**src/rtl/rsq_pkg.sv**
```systemverilog
// Package: shared sequencer state type for the core reset sequencer.
// Assumes: nothing; types only.
package rsq_pkg;
    typedef enum logic [2:0] {
        SQ_OFF,      // all held, waiting for a clean start
        SQ_START,    // start-up interval running
        SQ_WAIT_BOD, // waiting for qualified brownout-OK
        SQ_CORE,     // core released, processor gap running
        SQ_CPU,      // processor released, peripheral gap running
        SQ_RUN       // everything released
    } seq_state_t;
endpackage

```
**src/rtl/rsq_sync.sv**
```systemverilog
// Module: multi-stage synchroniser with a selectable reset value.
// Assumes: d is asynchronous to clk; STAGES >= 2. All stages are visible
// so that a caller can OR them into a hold term.
module rsq_sync #(
    parameter int   STAGES  = 2,
    parameter logic RST_VAL = 1'b0
) (
    input  logic              clk,
    input  logic              rst_n,
    input  logic              d,
    output logic [STAGES-1:0] q
);
    // Shift the asynchronous input through the flop chain.
    always_ff @(posedge clk) begin
        if (!rst_n) begin
            q <= {STAGES{RST_VAL}};
        end else begin
            q <= {q[STAGES-2:0], d};
        end
    end
endmodule

```
**src/rtl/rsq_bod_qual.sv**
```systemverilog
// Module: brownout-OK qualifier. Synchronises the input, then declares it
// valid only once it has been seen high on two consecutive edges.
// Assumes: bod_ok is asynchronous; a reset means "not OK".
module rsq_bod_qual #(
    parameter int STAGES = 2
) (
    input  logic clk,
    input  logic rst_n,
    input  logic bod_ok,
    output logic bod_valid
);
    logic [STAGES-1:0] sync_q;
    logic              last_q;

    rsq_sync #(.STAGES(STAGES), .RST_VAL(1'b0)) u_sync (
        .clk   (clk),
        .rst_n (rst_n),
        .d     (bod_ok),
        .q     (sync_q)
    );

    // Remember the previous synchronised sample.
    always_ff @(posedge clk) begin
        if (!rst_n) begin
            last_q <= 1'b0;
        end else begin
            last_q <= sync_q[STAGES-1];
        end
    end

    // Valid when two consecutive synchronised samples were high.
    assign bod_valid = sync_q[STAGES-1] & last_q;
endmodule

```
**src/rtl/rsq_fsm.sv**
```systemverilog
// Module: release sequencer. Walks start-up, brownout wait, and the two
// staged release gaps; any synchronised force returns it to the start.
// Assumes: force_s and bod_valid are already synchronous to clk.
module rsq_fsm
    import rsq_pkg::*;
#(
    parameter int STARTUP  = 7,
    parameter int CPU_GAP  = 3,
    parameter int EXT_HOLD = 2
) (
    input  logic clk,
    input  logic rst_n,
    input  logic force_s,
    input  logic bod_valid,
    output logic core_rel,
    output logic cpu_rel,
    output logic periph_rel
);
    localparam int MAXC  = (STARTUP > CPU_GAP) ?
                           ((STARTUP > EXT_HOLD) ? STARTUP : EXT_HOLD) :
                           ((CPU_GAP > EXT_HOLD) ? CPU_GAP : EXT_HOLD);
    localparam int CNT_W = $clog2(MAXC + 1);
    localparam logic [CNT_W-1:0] START_END = CNT_W'(STARTUP - 1);
    localparam logic [CNT_W-1:0] CPU_END   = CNT_W'(CPU_GAP - 1);
    localparam logic [CNT_W-1:0] EXT_END   = CNT_W'(EXT_HOLD - 1);

    seq_state_t       state;
    logic [CNT_W-1:0] cnt;

    // Advance the release sequence, restarting on any forced reset.
    always_ff @(posedge clk) begin
        if (!rst_n || force_s) begin
            state <= SQ_OFF;
            cnt   <= '0;
        end else begin
            case (state)
                SQ_OFF: begin
                    state <= SQ_START;
                    cnt   <= '0;
                end
                SQ_START: begin
                    if (cnt == START_END) begin
                        state <= SQ_WAIT_BOD;
                        cnt   <= '0;
                    end else begin
                        cnt <= cnt + 1'b1;
                    end
                end
                SQ_WAIT_BOD: begin
                    if (bod_valid) begin
                        state <= SQ_CORE;
                        cnt   <= '0;
                    end
                end
                SQ_CORE: begin
                    if (cnt == CPU_END) begin
                        state <= SQ_CPU;
                        cnt   <= '0;
                    end else begin
                        cnt <= cnt + 1'b1;
                    end
                end
                SQ_CPU: begin
                    if (cnt == EXT_END) begin
                        state <= SQ_RUN;
                        cnt   <= '0;
                    end else begin
                        cnt <= cnt + 1'b1;
                    end
                end
                default: begin
                    state <= SQ_RUN;
                end
            endcase
        end
    end

    // Decode which stages are released in the current state.
    always_comb begin
        core_rel   = (state == SQ_CORE) || (state == SQ_CPU) || (state == SQ_RUN);
        cpu_rel    = (state == SQ_CPU) || (state == SQ_RUN);
        periph_rel = (state == SQ_RUN);
    end
endmodule

```
**src/rtl/core_rst_seq.sv**
```systemverilog
// Module: core power-domain reset sequencer (top).
// Builds a combined force condition, asserts all resets from it at once,
// synchronises it to hold and restart the sequence, and gates the
// staged releases from the sequencer.
// Assumes: clk is the slow clock; forcing pulses span at least one edge.
module core_rst_seq #(
    parameter int SYNC_STAGES = 2,
    parameter int STARTUP     = 7,
    parameter int CPU_GAP     = 3,
    parameter int EXT_HOLD    = 2
) (
    input  logic clk,
    input  logic rst_n,
    input  logic reg_en_i,
    input  logic bod_ok_i,
    input  logic smon_det_i,
    input  logic smon_rst_en_i,
    input  logic bod_rst_en_i,
    output logic core_rst_n_o,
    output logic cpu_rst_n_o,
    output logic periph_rst_n_o
);
    logic                   force_raw;
    logic [SYNC_STAGES-1:0] force_q;
    logic                   hold;
    logic                   bod_valid;
    logic                   core_rel;
    logic                   cpu_rel;
    logic                   periph_rel;

    // Combine every enabled source that must pull the resets down.
    always_comb begin
        force_raw = !reg_en_i
                  || (smon_rst_en_i && smon_det_i)
                  || (bod_rst_en_i && !bod_ok_i);
    end

    rsq_sync #(.STAGES(SYNC_STAGES), .RST_VAL(1'b1)) u_force_sync (
        .clk   (clk),
        .rst_n (rst_n),
        .d     (force_raw),
        .q     (force_q)
    );

    rsq_bod_qual #(.STAGES(SYNC_STAGES)) u_bod_qual (
        .clk       (clk),
        .rst_n     (rst_n),
        .bod_ok    (bod_ok_i),
        .bod_valid (bod_valid)
    );

    rsq_fsm #(
        .STARTUP  (STARTUP),
        .CPU_GAP  (CPU_GAP),
        .EXT_HOLD (EXT_HOLD)
    ) u_fsm (
        .clk        (clk),
        .rst_n      (rst_n),
        .force_s    (force_q[SYNC_STAGES-1]),
        .bod_valid  (bod_valid),
        .core_rel   (core_rel),
        .cpu_rel    (cpu_rel),
        .periph_rel (periph_rel)
    );

    // Hold covers the raw condition and every synchroniser stage.
    always_comb begin
        hold           = force_raw || (|force_q);
        core_rst_n_o   = core_rel   && !hold;
        cpu_rst_n_o    = cpu_rel    && !hold;
        periph_rst_n_o = periph_rel && !hold;
    end
endmodule

```
**config.mk**
```make
export PLATFORM = sky130hd
export DESIGN_NAME = core_rst_seq
export DESIGN_NICKNAME = d
export VERILOG_FILES = /design/src/rtl/rsq_pkg.sv /design/src/rtl/rsq_sync.sv /design/src/rtl/rsq_bod_qual.sv /design/src/rtl/rsq_fsm.sv /design/src/rtl/core_rst_seq.sv
export SDC_FILE = /design/constraint.sdc
export NUM_CORES = 1
export LEC_CHECK = 0
export BUFFER_PORTS_ARGS = -buffer_cell sky130_fd_sc_hd__buf_2
export CAP_MARGIN = 40
export CORE_AREA = 2 2 39 41
export DETAILED_ROUTE_END_ITERATION = 12
export DIE_AREA = 0 0 41 43
export PLACE_DENSITY_LB_ADDON = 0.25
export SLEW_MARGIN = 20
export SYNTH_ARGS = -nofsm -noshare
export SYNTH_HDL_FRONTEND = slang
export SYNTH_SLANG_ARGS = --single-unit
export TNS_END_PERCENT = 100
```
**constraint.sdc**
```tcl
create_clock -name clk -period 2.9 [get_ports clk]
set_input_delay 0.145 -clock clk [delete_from_list [all_inputs] [get_ports clk]]
set_output_delay 0.145 -clock clk [all_outputs]
set_load 0.05 [all_outputs]
```
==> results_dict.tcl <==
set metrics [dict create \
    yosys_most_used_dff "dfxtp_1" \
    synth-seq-area-share_pct 39.7 \
    synthArstFlopShare_pct 0 \
    die_w_um 41 \
    coreArea_sq_mm 0.00138 \
    clkTransAtPathRegs_ns 0.07 \
    rr_startpoint "u_fsm.state[1]$_SDFFE_PP0P_" \
    stdcell_count 87 \
    grt_pass1_wl_mm 1.65 \
    routed_wl_mm 1.06 \
    grt_start_max_net_pins 12 \
    detail-route-antenna-nets 0 \
    cts_resized 0 \
    final_cell_mix "dfxtp_1, buf_2, nand2b_1, a21oi_1, nand2_1" \
    dieArea_sq_mm 0.00176 \
    diodes 0 \
    cts_tree "done" \
    synth_cell_types 26 \
    synth_edf_count 0 \
    min-delay-start "reg_en_i" \
    dp_hpwl_um 762 \
    overflow 0 \
    drive_gt1_share_pct 22.5 \
    maxCapViolCount 0 \
    synth_area_sq_um 554 \
    cts_made_buffers 3 \
    synth_cells 61 \
    cts.sinks 11 \
    port_buffers 9 \
    cellPowerDensity_mw_per_mm2 431 \
    skew_ns 0.00997 \
    holdPathStages 2 \
    place.gp.congestion 0.673 \
    clockRootBuffer "clkbuf_4" \
    holdPathEnd "u_force_sync.q[0]$_SDFF_PN1_" \
    postCtsHoldBufs 0 \
    tightestPinTransition_ns 0.371 \
    first_pass_iters 4 \
    fin_crit_sh_pct 54.9 \
    wl_per_cell_um 12.2 \
    fin_nets 79 \
    setup_violations 0 \
    avgSynthCellArea_sq_um 9.09 \
    critPathRequiredTime_ns 2.76 \
    finalPower_uw 272 \
    worst_slew_margin_rel_pct 75.3 \
    grt_pass1_vias 353 \
    track_usage_pct 14.8 \
    irDropWorstVdd_uv 217 \
    maxSlewViolCount 0 \
    antenna_found_initial 0 \
    critPathLaunchType "flop" \
    pin_count 10 \
    clk_latency_ns 0.27 \
    setup_tns_ns 0 \
    rsz0062_at_grt "false" \
    h-tree-depth 1 \
    cts_setup_buffers 0 \
    route.detailed.drc 0 \
    ys_ff_latch 11 \
    dp_cells 83 \
    num_vias 460 \
    synth_fp_nets 68 \
    vias_per_cell 5.29 \
    yosys_warnings 0 \
    critPathCaptureType "primary output" \
    arrival_ns 1.45 \
    final_util_pct 45.6 \
    reg2reg_to "u_fsm.state[0]$_SDFFE_PP0P_" \
    outcome "finished, final reports clean" \
    fmax_mhz 628 \
    power_leakage_uw 0.000234 \
    hold_viol 0 \
    r2r_cells 4 \
    die_height_um 43 \
    hold_path_class "input pin to flop" \
    min_period_ns 1.59 \
    start_util_pct 40.1 \
    drtIter0Drc 9 \
    rrSetupSlack_ns 1.52 \
    crit_type "flop to primary output" \
    clock_path_buffers 2 \
    cp_max_fo 11 \
    rows 14 \
    hold_slack_ns 0.0652 \
    final_common_cell "dfxtp_1" \
    area_growth_pct 13.8 \
    timing.critical_path.from "u_fsm.state[2]$_SDFFE_PP0P_" \
]
-- through the flow --
stage | setup slack (ns) | area [sq um]
finish | 1.31 | 631
global route | 1.21 | 631
CTS | 1.29 | 631
detailed placement | 1.53 | 604
global placement | 1.57 | 604
floorplan | 1.07 | 554
-- critical path: stages (launching register included) --
cell and delay (ns):
dfxtp_1 0.55, nand2b_1 0.15, nor3_1 0.18, buf_2 0.29
-- state kept, by name, indices dropped and copies added (netlist names) --
name	count
u_force_sync.q	2
u_bod_qual.u_sync.q	2
u_fsm.state	3
u_bod_qual.last_q	1
u_fsm.cnt	3
-- Yosys cell counts, types with 2 or more instances --
cell	number	area share (%)
dfxtp_1	11	40
nor3_1	2	1.8
nand2b_1	6	6.8
buf_2	3	2.7
a21oi_1	6	5.4
nand2_1	5	3.4
nor2_1	3	2.0
nor2b_1	2	2.3
nand4_1	2	2.3
o221ai_1	3	4.7
and2_1	3	3.4
-- cell type report --
class	instances	area, sq um
clock buffer	4	26.3
fill	128	753
inverter	1	3.75
multi-input combinational	46	315
sequential	11	220
tap	16	20.0
timing repair buffer	9	45.0
-- cell families after synthesis --
group	count (synthesis)	synth area share (%)
AND/OR/NAND/NOR	28	30.7
AO/OA/AOI/OAI	16	22.8
flip-flops	11	39.7
buffers and inverters	4	3.38
XOR/XNOR	1	1.58
multiplexers	1	1.81
-- report_power, final --
| part | switching (uW) | internal (uW) |
|---|---|---|
| logic | 5.20 | 6.04 |
| clock network | 51.4 | 53.3 |
| registers | 1.81 | 154 |
| total | 58.4 | 213 |
-- routing by layer --
metal / vias up / track usage (%) / routed length [um]
met5: - / 0 / 0
met4: 0 / 10.0 / 25
met3: 4 / 7.85 / 51
met2: 11 / 18.1 / 472
met1: 205 / 19.2 / 511
li1: 240 / - / -
-- how the worst max path moves through the flow --
stage | to | depth (start not counted)
finish | periph_rst_n_o | 3
global route | periph_rst_n_o | 3
CTS | periph_rst_n_o | 3
detailed placement | u_fsm.state[0]$_SDFFE_PP0P_ | 4
global placement | u_fsm.state[0]$_SDFFE_PP0P_ | 4
floorplan | periph_rst_n_o | 3
Power figures use the tool's default switching activity.
